--- src/rtl/dch_pkg.sv ---
// Package: shared types and helpers for the signalling-channel arbiter.
// Assumes nothing beyond a count width large enough for the low-class maximum.
package dch_pkg;

    typedef enum logic {
        ST_COUNT = 1'b0,
        ST_SEND  = 1'b1
    } dch_state_e;

endpackage

--- src/rtl/dch_prio_counter.sv ---
// Priority counter: counts consecutive echoed ones, clears on a zero,
// saturates at its maximum, is held while sending and can be forced to zero.
// Assumes strobe lasts one cycle per bit pair.
module dch_prio_counter #(
    parameter int CNT_W = 4
) (
    input  logic             clk,
    input  logic             rst_n,
    input  logic             strobe,
    input  logic             e_bit,
    input  logic             hold,
    input  logic             clear,
    output logic [CNT_W-1:0] cnt,
    output logic [CNT_W-1:0] cnt_nxt
);
    localparam logic [CNT_W-1:0] CNT_MAX = {CNT_W{1'b1}};

    // Next value for a counting strobe: increment with saturation, or clear.
    always_comb begin
        if (!e_bit)
            cnt_nxt = '0;
        else if (cnt == CNT_MAX)
            cnt_nxt = cnt;
        else
            cnt_nxt = cnt + 1'b1;
    end

    // Counter register: forced clear wins, otherwise update on a live strobe.
    always_ff @(posedge clk) begin
        if (!rst_n)
            cnt <= '0;
        else if (clear)
            cnt <= '0;
        else if (strobe && !hold)
            cnt <= cnt_nxt;
    end

    // a saturated counter stays saturated on a further echoed one
    a_r5_saturate: assert property (@(posedge clk) disable iff (!rst_n)
        (cnt == CNT_MAX && strobe && !hold && !clear && e_bit) |=> (cnt == CNT_MAX));

    // a zero echo while counting leaves the counter at zero
    a_r3_zero_clears: assert property (@(posedge clk) disable iff (!rst_n)
        (strobe && !hold && !e_bit) |=> (cnt == '0));
endmodule

--- src/rtl/dch_term_select.sv ---
// Terminal-count selector: the class picks the pair, the internal level picks
// the member. The level drops after a successful packet and recovers once the
// counter reaches the larger count. Assumes HI_BASE < LO_BASE and LO_BASE+1 fits CNT_W.
module dch_term_select #(
    parameter int CNT_W   = 4,
    parameter int HI_BASE = 8,
    parameter int LO_BASE = 10
) (
    input  logic             clk,
    input  logic             rst_n,
    input  logic             class_low,
    input  logic             set_low,
    input  logic             count_strobe,
    input  logic [CNT_W-1:0] cnt_nxt,
    output logic [CNT_W-1:0] term
);
    localparam logic [CNT_W-1:0] HI_T = CNT_W'(HI_BASE);
    localparam logic [CNT_W-1:0] LO_T = CNT_W'(LO_BASE);

    logic             lvl_low;
    logic [CNT_W-1:0] base;

    // Active count: class base plus one when at the lower internal level.
    always_comb begin
        base = class_low ? LO_T : HI_T;
        term = base + {{(CNT_W-1){1'b0}}, lvl_low};
    end

    // Internal level: set on success, cleared when the larger count is reached.
    always_ff @(posedge clk) begin
        if (!rst_n)
            lvl_low <= 1'b0;
        else if (set_low)
            lvl_low <= 1'b1;
        else if (count_strobe && (cnt_nxt >= base + 1'b1))
            lvl_low <= 1'b0;
    end

    // after a success the level is the lower one in the next cycle
    a_r6_level_drop: assert property (@(posedge clk) disable iff (!rst_n)
        set_low |=> lvl_low);

    // the class alone chooses the pair
    a_r4_pair: assert property (@(posedge clk) disable iff (!rst_n)
        class_low ? (term >= LO_T) : (term <= HI_T + 1'b1));
endmodule

--- src/rtl/dch_coll_detect.sv ---
// Collision detector: while sending, flags any strobe whose echo differs from
// the bit this terminal put on the line. Assumes d_tx_bit is valid with strobe.
module dch_coll_detect (
    input  logic strobe,
    input  logic sending,
    input  logic d_tx_bit,
    input  logic e_bit,
    output logic coll
);
    // Mismatch between the sent bit and its echo on a live strobe.
    always_comb coll = strobe && sending && (d_tx_bit != e_bit);
endmodule

--- src/rtl/dch_access_arb.sv ---
// Access arbiter top: counts echoed ones, grants the D channel at the active
// terminal count, aborts on collision and manages the acknowledge status.
// Assumes single-cycle strobes and pkt_done only while sending.
module dch_access_arb #(
    parameter int CNT_W   = 4,
    parameter int HI_BASE = 8,
    parameter int LO_BASE = 10
) (
    input  logic clk,
    input  logic rst_n,
    input  logic bit_strobe,
    input  logic e_bit,
    input  logic d_tx_bit,
    input  logic frame_pulse,
    input  logic tx_req,
    input  logic pkt_done,
    input  logic class_low,
    output logic tx_en,
    output logic coll_irq,
    output logic chan_ack,
    output logic flush_req
);
    import dch_pkg::*;

    dch_state_e       state;
    logic [CNT_W-1:0] cnt;
    logic [CNT_W-1:0] cnt_nxt;
    logic [CNT_W-1:0] term;
    logic             count_strobe;
    logic             grant;
    logic             coll;
    logic             done_ok;
    logic             cnt_clear;
    logic             coll_pend;

    // Decode of the events that drive the state machine.
    always_comb begin
        count_strobe = bit_strobe && (state == ST_COUNT);
        grant        = count_strobe && tx_req && (cnt_nxt >= term);
        done_ok      = (state == ST_SEND) && pkt_done && !coll;
        cnt_clear    = grant || coll || done_ok;
    end

    dch_prio_counter #(.CNT_W(CNT_W)) u_cnt (
        .clk     (clk),
        .rst_n   (rst_n),
        .strobe  (bit_strobe),
        .e_bit   (e_bit),
        .hold    (state == ST_SEND),
        .clear   (cnt_clear),
        .cnt     (cnt),
        .cnt_nxt (cnt_nxt)
    );

    dch_term_select #(.CNT_W(CNT_W), .HI_BASE(HI_BASE), .LO_BASE(LO_BASE)) u_term (
        .clk          (clk),
        .rst_n        (rst_n),
        .class_low    (class_low),
        .set_low      (done_ok),
        .count_strobe (count_strobe),
        .cnt_nxt      (cnt_nxt),
        .term         (term)
    );

    dch_coll_detect u_coll (
        .strobe   (bit_strobe),
        .sending  (state == ST_SEND),
        .d_tx_bit (d_tx_bit),
        .e_bit    (e_bit),
        .coll     (coll)
    );

    // State register: enter sending on grant, leave on collision or success.
    always_ff @(posedge clk) begin
        if (!rst_n)
            state <= ST_COUNT;
        else if (state == ST_COUNT && grant)
            state <= ST_SEND;
        else if (state == ST_SEND && (coll || done_ok))
            state <= ST_COUNT;
    end

    // Collision pulses: interrupt and FIFO flush for one cycle.
    always_ff @(posedge clk) begin
        if (!rst_n) begin
            coll_irq  <= 1'b0;
            flush_req <= 1'b0;
        end else begin
            coll_irq  <= coll;
            flush_req <= coll;
        end
    end

    // Acknowledge status: set at grant, cleared at success or frame after collision.
    always_ff @(posedge clk) begin
        if (!rst_n) begin
            chan_ack  <= 1'b0;
            coll_pend <= 1'b0;
        end else if (grant) begin
            chan_ack  <= 1'b1;
            coll_pend <= 1'b0;
        end else if (done_ok) begin
            chan_ack  <= 1'b0;
        end else if (coll) begin
            coll_pend <= 1'b1;
        end else if (frame_pulse && coll_pend) begin
            chan_ack  <= 1'b0;
            coll_pend <= 1'b0;
        end
    end

    assign tx_en = (state == ST_SEND);

    // a collision strobe removes transmit permission in the next cycle
    a_r7_coll_stops: assert property (@(posedge clk) disable iff (!rst_n)
        coll |=> !tx_en);

    // the counter is held at zero throughout sending
    a_r7_cnt_held: assert property (@(posedge clk) disable iff (!rst_n)
        tx_en |-> (cnt == '0));

    // the flush request never lasts more than one cycle
    a_r8_flush_pulse: assert property (@(posedge clk) disable iff (!rst_n)
        flush_req |=> !flush_req);

    // permission is never held without the acknowledge bit
    a_r9_ack_with_tx: assert property (@(posedge clk) disable iff (!rst_n)
        tx_en |-> chan_ack);

    // a grant only follows a pending request
    a_r2_grant_req: assert property (@(posedge clk) disable iff (!rst_n)
        $rose(tx_en) |-> $past(tx_req));
endmodule

--- config.mk ---
export PLATFORM = sky130hd
export DESIGN_NAME = dch_access_arb
export DESIGN_NICKNAME = d
export VERILOG_FILES = /design/src/rtl/dch_pkg.sv /design/src/rtl/dch_prio_counter.sv /design/src/rtl/dch_term_select.sv /design/src/rtl/dch_coll_detect.sv /design/src/rtl/dch_access_arb.sv
export SDC_FILE = /design/constraint.sdc
export NUM_CORES = 1
export LEC_CHECK = 0
export BUFFER_PORTS_ARGS = -buffer_cell sky130_fd_sc_hd__buf_2
export CAP_MARGIN = 15
export CELL_PAD_IN_SITES_DETAIL_PLACEMENT = 1
export CELL_PAD_IN_SITES_GLOBAL_PLACEMENT = 2
export CORE_ASPECT_RATIO = 0.6
export CORE_MARGIN = 2
export CORE_UTILIZATION = 26
export CTS_CLUSTER_DIAMETER = 30
export DETAILED_ROUTE_END_ITERATION = 10
export PLACE_DENSITY = 0.74
export SYNTH_ARGS = -nofsm -noshare
export SYNTH_HDL_FRONTEND = slang
export SYNTH_SLANG_ARGS = --single-unit
--- constraint.sdc ---
create_clock -name clk -period 2 [get_ports clk]
set_input_delay 0.4 -clock clk [delete_from_list [all_inputs] [get_ports clk]]
set_output_delay 0.4 -clock clk [all_outputs]
set_load 0.03 [all_outputs]
==> impl_metrics.toml <==
[cells_and_area]
diodes = 0
layout_commonest_cell = "buf_2"
drive_gt1_frac = 0.414
utilization = 0.382
fin_nets = 100
area_growth_pct = 42.6
final_cells = 117
mostFrequentLayoutCells = "buf_2 (12), inv_1 (6), dfxtp_1 (5), buf_4 (5)"

[worst_setup_path]
cp_cell_sequence = "ha_4, nand3_4, mux2i_1, nor2_1, ha_1, o21ai_2, a311oi_4, buf_6, nor3_2"
cp-end-kind = "flip-flop"
slowest_stage = "dfxtp_2"
critPathBufInv = 1
rr_worst_depth = 9
arrival_ns = 2.08
path_depth = 9
cp_slowest_stage_delay_ns = 0.34
cp-start-kind = "flip-flop"
crit_path_max_fanout = 7
crit_family = "adder cells"
crit_type = "reg -> reg"
crit_required_ns = 2.12

[logic_synthesis]
ys.flop_type = "dfxtp_1"
yosys.area.top_type = "dfxtp_1"
synth_area_sq_um = 567
yosysWarningCount = 0
synth_edf_count = 0
ys_ff_latch = 9
yosysTopAreaCellShare = 0.318
synth_area_leaders = "dfxtp_1 (32%), ha_1 (6.6%), a311oi_4 (4.6%), inv_1 (4.0%), o21a_1 (4.0%)"
syn_avg_cell_area_sq_um = 8.59
async_flop_share = 0
ys_seq_area_frac = 0.318
netlist_instances = 66
synth_fp_nets = 78
synth_cell_type_count = 30

[timing]
slew_violations = 0
worst_pin_slew_ns = 0.918
post-route-period-util = 0.983
holdWs_ns = 0.431
hold_violations = 0
period_minus_slack_ns = 1.97
setup_violations = 0
slew_headroom = 0.382
max_freq_mhz = 508
fin_skew_ns = 0.00399
rsz0062_at_grt = "true"

[clocking]
hold_buffers = 0
root_buffer = "clkbuf_4"
clkLatencyLatePin_ns = 0.27
cts_tree = "yes"
cts.sink_count = 9
numCtsBuffers = 3
clkTransAtPathRegs_ns = 0.07
htreeDepth = 1
clockBufferDepth = 2

[routing]
vias = 576
route.detailed.drc = 0
wl_per_cell_um = 14.8
wl_mm = 1.73
routed_via_density = 4.92
drtPass1Iterations = 4
antenna_left = 0
initialDrtViolationCount = 29

[power]
pwr_density_cell_nw_per_um2 = 474
combPwrFrac = 0.139
peakVddDrop_uv = 134
p_int_uw = 280
switching_share = 0.269
p_sw_uw = 103
clkPwrFrac = 0.383
power.total_uw = 383
seqPwrFrac = 0.478
leakage_nw = 0.313

[die]
rows = 13
io_pins = 13
core-area_sq_um = 2110
die_w_um = 64.3
initial_core_util = 0.268
dieHeight_um = 40.2
die-area_sq_um = 2580

[grt]
grt_max_degree = 9
grt_use_total = 0.138
antenna_found_initial = 0
busiest_layer = "met2"
grt_overflow = 0
grt_use_met3 = 0.0421
grt_pass1_vias = 543
grt_pass1_wl_mm = 2.64
use_met2 = 0.219
gr-usage-met1 = 0.193

[min_path]
min_path_cells = 2
hold_class = "in -> reg"

[run_status]
status = "complete, no violations"

[flow_run]
drv_cap = 0

[place]
placed_cells = 112
dp_hpwl_mm = 1.29
io_buffer_count = 12
place_congestion = 0.745
-- registers in the layout (all words and copies together) (netlist names) --
register	cells
u_term.lvl_low	1
tx_en	1
chan_ack	1
flush_req	1
coll_pend	1
u_cnt.cnt	4
-- power by group through the flow --
stage | clock network, mW | logic, mW | registers (mW)
after floorplan | 0 | 0.0230 | 0.188
after global placement | 0 | 0.0453 | 0.186
after detailed placement | 0 | 0.0467 | 0.186
after CTS | 0.153 | 0.0483 | 0.182
after global routing | 0.162 | 0.0593 | 0.183
final | 0.147 | 0.0533 | 0.183
-- cells in the mapped netlist (2+ instances only) --
master and number:
a21oi_1 3, a22oi_1 2, and3_1 2, dfxtp_1 9, ha_1 3, inv_1 6
mux2i_1 2, nand2_1 4, nand2b_1 2, nand3_1 4, nand3b_1 2, nor2_1 2
nor3_1 4, o21a_1 3, o21ai_0 3
-- worst register-to-register path, delay by kind of cell, from the launching register on --
family	cells	cell delay (ns)
AOI/OAI and AO/OA	2	0.38
adders and majority gates	2	0.51
buffers and inverters	1	0.18
DFF	1	0.34
muxes	1	0.19
and+or+nand+nor	3	0.23
-- final cells by class --
type                            count  area (sq um)
Clock buffer                        4          26.3
Fill cell                         267          1310
Inverter                            6          22.5
Multi-Input combinational cell     50           428
Sequential cell                     9           185
Tap cell                           30          37.5
Timing Repair Buffer               18           109
-- timing repair --
action,CTS,global route
setup buffers,0,1
gates resized for setup,1,14
pin swaps,0,9
endpoints found under the hold margin,0,0
endpoints found under the setup margin,3,7
-- layer usage --
layer | share of wire | vias to the layer above
li1 | - | 283
met1 | 0.50 | 286
met2 | 0.47 | 7
met3 | 0.025 | 0
met4 | 0 | 0
met5 | 0 | -
-- logic make-up after synthesis --
logic type      after synthesis  synth area share
xor+xnor                      2            0.0309
mux                           2            0.0353
buf+inv                       7            0.0530
fa+ha+maj                     3            0.0662
compound gates               20             0.283
simple gates                 23             0.214
flops                         9             0.318
-- metrics by stage --
| stage | TNS (ns) | instance area, sq um | worst slack [ns] |
|---|---|---|---|
| final | 0 | 808 | 0.0333 |
| after CTS | 0 | 728 | 0.00946 |
| after detailed placement | -0.0405 | 698 | -0.0405 |
| after floorplan | 0 | 571 | 0.0600 |
| after global placement | 0 | 698 | 0.0740 |
| after global routing | -0.383 | 808 | -0.0724 |
-- final timing paths --
check / from / end / slack [ns]
worst max register to register: u_cnt.cnt[0]$_SDFFE_PP0P_ / u_cnt.cnt[1]$_SDFFE_PP0P_ / 0.03
worst min register to register: u_term.lvl_low$_SDFFE_PN0P_ / u_term.lvl_low$_SDFFE_PN0P_ / 0.48
worst max-delay path: u_cnt.cnt[0]$_SDFFE_PP0P_ / u_cnt.cnt[1]$_SDFFE_PP0P_ / 0.03
worst min-delay path: rst_n / tx_en$_SDFFE_PN0P_ / 0.43
No activity file was read; power rests on OpenSTA's default activity.
